**src/rtl/wcb_pkg.sv**
```systemverilog
package wcb_pkg;

   typedef enum logic [1:0] {
      WCB_PACK   = 2'd0,
      WCB_UNPACK = 2'd1,
      WCB_PASS   = 2'd2
   } wcb_mode_e;

   function automatic int wcb_ratio(input int in_w, input int out_w);
      if (in_w >= out_w) return in_w / out_w;
      return out_w / in_w;
   endfunction

   function automatic int wcb_fill_w(input int ratio);
      return (ratio < 2) ? 1 : $clog2(ratio + 1);
   endfunction

   function automatic wcb_mode_e wcb_mode(input int in_w, input int out_w);
      if (in_w < out_w) return WCB_PACK;
      if (in_w > out_w) return WCB_UNPACK;
      return WCB_PASS;
   endfunction

endpackage

```
**src/rtl/wcb_pack.sv**
```systemverilog
module wcb_pack #(
   parameter int IN_W   = 8,
   parameter int OUT_W  = 32,
   parameter int RATIO  = 4,
   parameter int FILL_W = 3
) (
   input  logic              clk,
   input  logic              rst_n,
   input  logic              flush,
   input  logic              in_valid,
   input  logic [IN_W-1:0]   in_data,
   output logic              in_ready,
   output logic              out_valid,
   output logic [OUT_W-1:0]  out_data,
   input  logic              out_ready,
   output logic [FILL_W-1:0] fill
);

   logic [FILL_W-1:0] cnt_q;
   logic [OUT_W-1:0]  acc_q;
   logic              full, wr_go, rd_go;

   assign full      = (cnt_q == FILL_W'(RATIO));
   assign in_ready  = !full;
   assign out_valid = full;
   assign wr_go     = in_valid && !full;
   assign rd_go     = full && out_ready;
   assign out_data  = acc_q;
   assign fill      = cnt_q;

   always_ff @(posedge clk or negedge rst_n) begin
      if (!rst_n)     cnt_q <= '0;
      else if (flush) cnt_q <= '0;
      else if (wr_go) cnt_q <= cnt_q + FILL_W'(1);
      else if (rd_go) cnt_q <= '0;
   end

   for (genvar s = 0; s < RATIO; s++) begin : g_slot
      always_ff @(posedge clk or negedge rst_n) begin
         if (!rst_n)
            acc_q[s*IN_W +: IN_W] <= '0;
         else if (flush || rd_go)
            acc_q[s*IN_W +: IN_W] <= '0;
         else if (wr_go && cnt_q == FILL_W'(s))
            acc_q[s*IN_W +: IN_W] <= in_data;
      end
   end

endmodule

```
**src/rtl/wcb_unpack.sv**
```systemverilog
module wcb_unpack #(
   parameter int IN_W   = 32,
   parameter int OUT_W  = 8,
   parameter int RATIO  = 4,
   parameter int FILL_W = 3
) (
   input  logic              clk,
   input  logic              rst_n,
   input  logic              flush,
   input  logic              in_valid,
   input  logic [IN_W-1:0]   in_data,
   output logic              in_ready,
   output logic              out_valid,
   output logic [OUT_W-1:0]  out_data,
   input  logic              out_ready,
   output logic [FILL_W-1:0] fill
);

   localparam int REST_W = IN_W - OUT_W;

   logic [FILL_W-1:0] left_q;
   logic [IN_W-1:0]   word_q;
   logic              empty, wr_go, rd_go;

   assign empty     = (left_q == '0);
   assign in_ready  = empty;
   assign out_valid = !empty;
   assign wr_go     = in_valid && empty;
   assign rd_go     = !empty && out_ready;
   assign out_data  = word_q[OUT_W-1:0];
   assign fill      = left_q;

   always_ff @(posedge clk or negedge rst_n) begin
      if (!rst_n) begin
         left_q <= '0;
         word_q <= '0;
      end else if (flush) begin
         left_q <= '0;
         word_q <= '0;
      end else if (wr_go) begin
         left_q <= FILL_W'(RATIO);
         word_q <= in_data;
      end else if (rd_go) begin
         left_q <= left_q - FILL_W'(1);
         word_q <= {{OUT_W{1'b0}}, word_q[IN_W-1 -: REST_W]};
      end
   end

endmodule

```
**src/rtl/wcb_pass.sv**
```systemverilog
module wcb_pass #(
   parameter int W = 16
) (
   input  logic         clk,
   input  logic         rst_n,
   input  logic         flush,
   input  logic         in_valid,
   input  logic [W-1:0] in_data,
   output logic         in_ready,
   output logic         out_valid,
   output logic [W-1:0] out_data,
   input  logic         out_ready,
   output logic         fill
);

   logic         full_q;
   logic [W-1:0] hold_q;

   assign in_ready  = !full_q;
   assign out_valid = full_q;
   assign out_data  = hold_q;
   assign fill      = full_q;

   always_ff @(posedge clk or negedge rst_n) begin
      if (!rst_n) begin
         full_q <= 1'b0;
         hold_q <= '0;
      end else if (flush) begin
         full_q <= 1'b0;
         hold_q <= '0;
      end else if (!full_q && in_valid) begin
         full_q <= 1'b1;
         hold_q <= in_data;
      end else if (full_q && out_ready) begin
         full_q <= 1'b0;
         hold_q <= '0;
      end
   end

endmodule

```
**src/rtl/width_conv_buf.sv**
```systemverilog
module width_conv_buf
   import wcb_pkg::*;
#(
   parameter int IN_W  = 8,
   parameter int OUT_W = 32,
   localparam int RATIO  = wcb_ratio(IN_W, OUT_W),
   localparam int FILL_W = wcb_fill_w(RATIO)
) (
   input  logic              clk,
   input  logic              rst_n,
   input  logic              flush,
   input  logic              in_valid,
   input  logic [IN_W-1:0]   in_data,
   output logic              in_ready,
   output logic              out_valid,
   output logic [OUT_W-1:0]  out_data,
   input  logic              out_ready,
   output logic [FILL_W-1:0] fill
);

   localparam wcb_mode_e MODE = wcb_mode(IN_W, OUT_W);

   if (IN_W < 1 || OUT_W < 1) begin : g_bad_width
      $error("width_conv_buf: widths must be positive");
   end
   if ((IN_W >= OUT_W && (IN_W % OUT_W) != 0) ||
       (IN_W <  OUT_W && (OUT_W % IN_W) != 0)) begin : g_bad_ratio
      $error("width_conv_buf: wider width must be a whole multiple of the narrower");
   end

   if (MODE == WCB_PACK) begin : g_pack
      wcb_pack #(.IN_W(IN_W), .OUT_W(OUT_W), .RATIO(RATIO), .FILL_W(FILL_W)) u_core (
         .clk(clk), .rst_n(rst_n), .flush(flush),
         .in_valid(in_valid), .in_data(in_data), .in_ready(in_ready),
         .out_valid(out_valid), .out_data(out_data), .out_ready(out_ready),
         .fill(fill));
   end else if (MODE == WCB_UNPACK) begin : g_unpack
      wcb_unpack #(.IN_W(IN_W), .OUT_W(OUT_W), .RATIO(RATIO), .FILL_W(FILL_W)) u_core (
         .clk(clk), .rst_n(rst_n), .flush(flush),
         .in_valid(in_valid), .in_data(in_data), .in_ready(in_ready),
         .out_valid(out_valid), .out_data(out_data), .out_ready(out_ready),
         .fill(fill));
   end else begin : g_pass
      logic fill_bit;
      wcb_pass #(.W(OUT_W)) u_core (
         .clk(clk), .rst_n(rst_n), .flush(flush),
         .in_valid(in_valid), .in_data(OUT_W'(in_data)), .in_ready(in_ready),
         .out_valid(out_valid), .out_data(out_data), .out_ready(out_ready),
         .fill(fill_bit));
      assign fill = FILL_W'(fill_bit);
   end

endmodule

```
**config.mk**
```make
export PLATFORM = sky130hd
export DESIGN_NAME = width_conv_buf
export DESIGN_NICKNAME = d
export VERILOG_FILES = /design/src/rtl/wcb_pkg.sv /design/src/rtl/wcb_pack.sv /design/src/rtl/wcb_unpack.sv /design/src/rtl/wcb_pass.sv /design/src/rtl/width_conv_buf.sv
export SDC_FILE = /design/constraint.sdc
export NUM_CORES = 1
export LEC_CHECK = 0
export ABC_AREA = 1
export BUFFER_PORTS_ARGS = -buffer_cell sky130_fd_sc_hd__buf_2
export CAP_MARGIN = 0
export CORE_AREA = 5 5 64 66
export DETAILED_ROUTE_END_ITERATION = 12
export DIE_AREA = 0 0 69 71
export PLACE_DENSITY = 0.74
export SETUP_SLACK_MARGIN = 0.02
export SLEW_MARGIN = 20
export SYNTH_ARGS = -nofsm -noshare
export SYNTH_HDL_FRONTEND = slang
export SYNTH_HIERARCHICAL = 1
export SYNTH_SLANG_ARGS = --single-unit
```
**constraint.sdc**
```tcl
create_clock -name clk -period 3.3 [get_ports clk]
set_input_delay 0.66 -clock clk [delete_from_list [all_inputs] [get_ports clk]]
set_output_delay 0.66 -clock clk [all_outputs]
set_load 0.03 [all_outputs]
```
-- Word-level counts from Yosys, hierarchy flattened
Index checks and enable logic that the tools add are counted.
- multiplexer cells: 11
- eq/ne operators: 4
- add/subtract/negate cells: 1
- reduce and logical (&&, ||, !) cells: 14
- operators by type and width (kind ; count):
    8-bit two-way mux ; 8
    3-bit two-way mux ; 3
    2-bit nonzero test ; 4
    3-bit by 2-bit equality test with 1-bit output (second input constant) ; 2
    1-bit logical AND ; 6
    3-bit by 1-bit adder with 3-bit output (second input constant) ; 1
    3-bit by 1-bit equality test with 1-bit output (second input constant) ; 1
    3-bit equality test (second input constant) ; 1
    3-bit zero test ; 1
    3-bit nonzero test ; 1
    1-bit zero test ; 1
    1-bit logical OR ; 1
- word-level logic and storage cells: 35
- output and inout port bits: 37
- bits in registers: 35

-- Depth between registers and ports, before layout
- depth in word-level cells: 6
- mapped depth: 8
- depth with buffers taken out: 7

-- Least setup slack after synthesis
Ideal clock, no wire load.
- path type: register -> output
- start point: reg g_pack.u_core.cnt_q[0] (netlist: g_pack.u_core/fill[0])
- end point: out out_valid
- arrival time: 1.345 ns
- path slack: 1.295 ns
- stages on the path, launching flop included: 5
- data required time: 2.640 ns
- cell sequence: dfrtp_1 inv_1 ha_1 nand2_2 inv_1
- word-level cells in the longest chain between the ends: 1
- RTL lines (item ; line ; text):
    start: declaration ; wcb_pack.sv:19 ; logic [FILL_W-1:0] cnt_q;
    start signal: assignment ; wcb_pack.sv:34 ; else if (wr_go) cnt_q <= cnt_q + FILL_W'(1);
    3-bit equality test ; wcb_pack.sv:23 ; assign full = (cnt_q == FILL_W'(RATIO));
    end: declaration ; width_conv_buf.sv:15 ; output logic out_valid,
No other way between the ends.

-- Worst setup path after layout
Same ends and word-level chain as after synthesis.

==> summary.md <==
| Metric | Value |
|---|---|
| GRT Util Overall | `16.3%` |
| Clock slew at reported path FFs | `0.10 ns` |
| Leakage Power | `1.17 nW` |
| Slew Viols, Final | `0` |
| Max cap viols | `0` |
| Sequential area share after synthesis | `53.7%` |
| CP Capture Type | `primary output` |
| CTS buffer count | `5` |
| Endpoints failing hold | `0` |
| H-tree depth | `2` |
| FF-to-FF Start | `g_pack.u_core/fill[0]$_DFFE_PN0P_` |
| Critical Path Source | `g_pack.u_core/fill[0]$_DFFE_PN0P_` |
| Period utilization | `66.6%` |
| Skew-Pair Late Insertion Delay | `0.34 ns` |
| Relative slew slack | `51.4%` |
| Post-Synth XOR/XNOR Area | `0%` |
| CP most frequent cell | `inv_1` |
| Fill count | `358` |
| Max clock buf depth | `2` |
| Highest-delay cell along the critical path | `dfrtp_1` |
| Most common cell after layout, fill and taps aside | `nand2_1` |
| Critical Path RT | `2.64 ns` |
| # setup viols final | `0` |
| Post-DP HPWL | `2620 µm` |
| Fmax | `455 MHz` |
| Worst Max-Slew Pin Slew | `0.730 ns` |
| Vias/cell | `5.18` |
| Power per cell area | `461 mW/mm²` |
| Multi-input logic area | `677 µm²` |
| Mux share of post-synthesis cell area | `0%` |
| CTS tree | `done` |
| Post-Synthesis Net Count | `194` |
| Inserted Diodes | `0` |
| Synth Cell Area | `0.00163 mm²` |
| Final Wtd Congestion | `0.795` |
| Vias in the first global route | `1265` |
| Routed length per instance | `14.0 µm` |
| Starting DRT DRC Count | `101` |
| Post-Synth Simple-Gate Area | `37.7%` |
| RSZ-0062 raised after global routing | `no` |
| Input/output buffers | `49` |
| Worst-path fanout max | `5` |
| CTS sink cnt | `35` |
| Synth Register Bits | `35` |
| Core Area | `0.00352 mm²` |
| CP Cell Sequence | `inv_1 -> ha_1 -> nand2_2 -> inv_1 -> buf_2` |
| Drt total wl | `3810 µm` |
| Root Driver | `clkbuf_4` |
| CP bufs+invs | `3` |
| First-pass GRT wire length | `6300 µm` |
| Nets | `242` |
| Register area | `876 µm²` |
| Run status | `finished, final reports clean` |
| Initial Utilization | `46.3%` |
| Final TNS setup | `0 ns` |
| Hold Path Class | `in2async` |
| Largest net degree at the start of global routing | `37` |
| Commonest cells after routing, fill and taps aside | `nand2_1 (64), buf_2 (49), dfrtp_1 (35)` |
| Die X | `69 µm` |
| Post-synthesis compound-gate area fraction | `0%` |
| Post-CTS sizing | `0` |
| Worst EP arrival | `1.54 ns` |
| I/O Pins | `50` |
| P&R area growth vs syn | `21.0%` |
| Main combinational cell family by area after synthesis | `simple AND/OR/NAND/NOR gates` |
| Fraction of the mapped netlist area in adder cells | `3.83%` |
| Fin Hold WS | `0.365 ns` |
| Drc violations | `0` |
| Cells after synthesis | `176` |
| Remaining antenna violation count | `0` |
| Gr ovfl total | `0` |
| Total Die Area | `0.00490 mm²` |
| Die H | `71 µm` |
| Worst VDD drop | `319 µV` |
| Crit Path Category | `reg2out` |
| Setup Buffers After CTS | `0` |
| Initial antenna violation count | `0` |
| Worst Setup Start Kind | `flip-flop` |
| Row cnt | `22` |
| Synth Area per Inst | `9.27 µm²` |
| Worst path top cell family by delay | `flip-flops` |
| First drt pass iteration count | `4` |
| Total number of vias | `1413` |
| YS warnings | `6` |
| Slowest cell delay on critical path | `0.44 ns` |
| Final worst path period need | `2.20 ns` |
| CTS Hold Bufs | `0` |
| Worst-case clock skew | `0.0148 ns` |
| Cell variety after synth | `17` |
| Share of layout cells above drive strength 1 | `31.1%` |
==> worst reg2reg max path, stage by stage (launching register included) <==
cell and delay (ns):
dfrtp_1 0.44, inv_1 0.12, ha_1 0.26, nand3_4 0.32, nand2_4 0.22, inv_2 0.12
nand3_1 0.10, nand2_1 0.06
==> where the power goes <==
part | switching (mW) | leakage [nW] | internal [mW] | total (mW)
clock | 0.144 | 0.0482 | 0.179 | 0.323
combinational | 0.0991 | 0.641 | 0.0331 | 0.132
sequential | 0.0109 | 0.481 | 0.445 | 0.456
==> per-layer routing <==
layer | global-route usage [%] | vias to the layer above | part of all wire, %
met2 | 25.6 | 55 | 48
met4 | 7.81 | 0 | 1.6
met3 | 4.12 | 5 | 7.5
met1 | 21.1 | 658 | 43
li1 | - | 695 | -
met5 | 0 | - | 0
==> state kept, by name (all words and copies together), names as in the netlist <==
register / cells
g_pack.u_core/fill: 3
g_pack.u_core/out_data: 32
==> area by class of cell <==
cell class / count / share of cell area (%)
repair buffers: 49 / 12.4
flip-flops and latches: 35 / 44.4
well taps: 48 / 3.04
clock inverters: 2 / 1.77
inverters: 8 / 1.52
multi-input cells: 125 / 34.3
clock buffers: 6 / 2.60
==> cell families (layout without fill, tap and decap cells) <==
family / Yosys count / count (layout)
adder cells (fa/ha/maj): 5 / 5
buffers and inverters: 16 / 65
flip-flops: 35 / 35
AND/OR/NAND/NOR: 120 / 120
==> final timing paths <==
check,to,slack (ns),cells after the start
setup / recovery,out_valid,1.10,5
hold / removal,g_pack.u_core/fill[0]$_DFFE_PN0P_,0.36,1
hold reg to reg,g_pack.u_core/out_data[19]$_DFFE_PN0P_,0.48,2
max in group asynchronous,g_pack.u_core/out_data[16]$_DFFE_PN0P_,2.46,1
setup reg to reg,g_pack.u_core/out_data[26]$_DFFE_PN0P_,1.57,7
min in group clk,g_pack.u_core/out_data[19]$_DFFE_PN0P_,0.48,2
==> stage by stage <==
stage | instance area (µm²) | setup WS [ns] | utilization (%) | total power [mW] | std cells
after CTS | 1970 | 1.08 | 56.0 | 0.915 | 273
after floorplan | 1630 | 1.29 | - | 0.548 | 176
after global placement | 1890 | 1.47 | 53.6 | 0.597 | 265
after global routing | 1970 | 1.02 | 56.0 | 0.946 | 273
after detailed placement | 1890 | 1.46 | 53.6 | 0.598 | 265
final | 1970 | 1.10 | 56.0 | 0.911 | 273
==> Yosys cell counts (all sizes together) <==
| cell type | count | share of area [%] |
|---|---|---|
| nor2 | 7 | 3.5 |
| dfrtp | 35 | 54 |
| buf | 6 | 2.5 |
| clkbuf | 2 | 0.46 |
| nand4 | 32 | 12 |
| nand3 | 15 | 6.1 |
| inv | 8 | 1.8 |
| ha | 5 | 3.8 |
| nand2 | 66 | 16 |
Note: power is estimated with default switching activity, not from simulation.
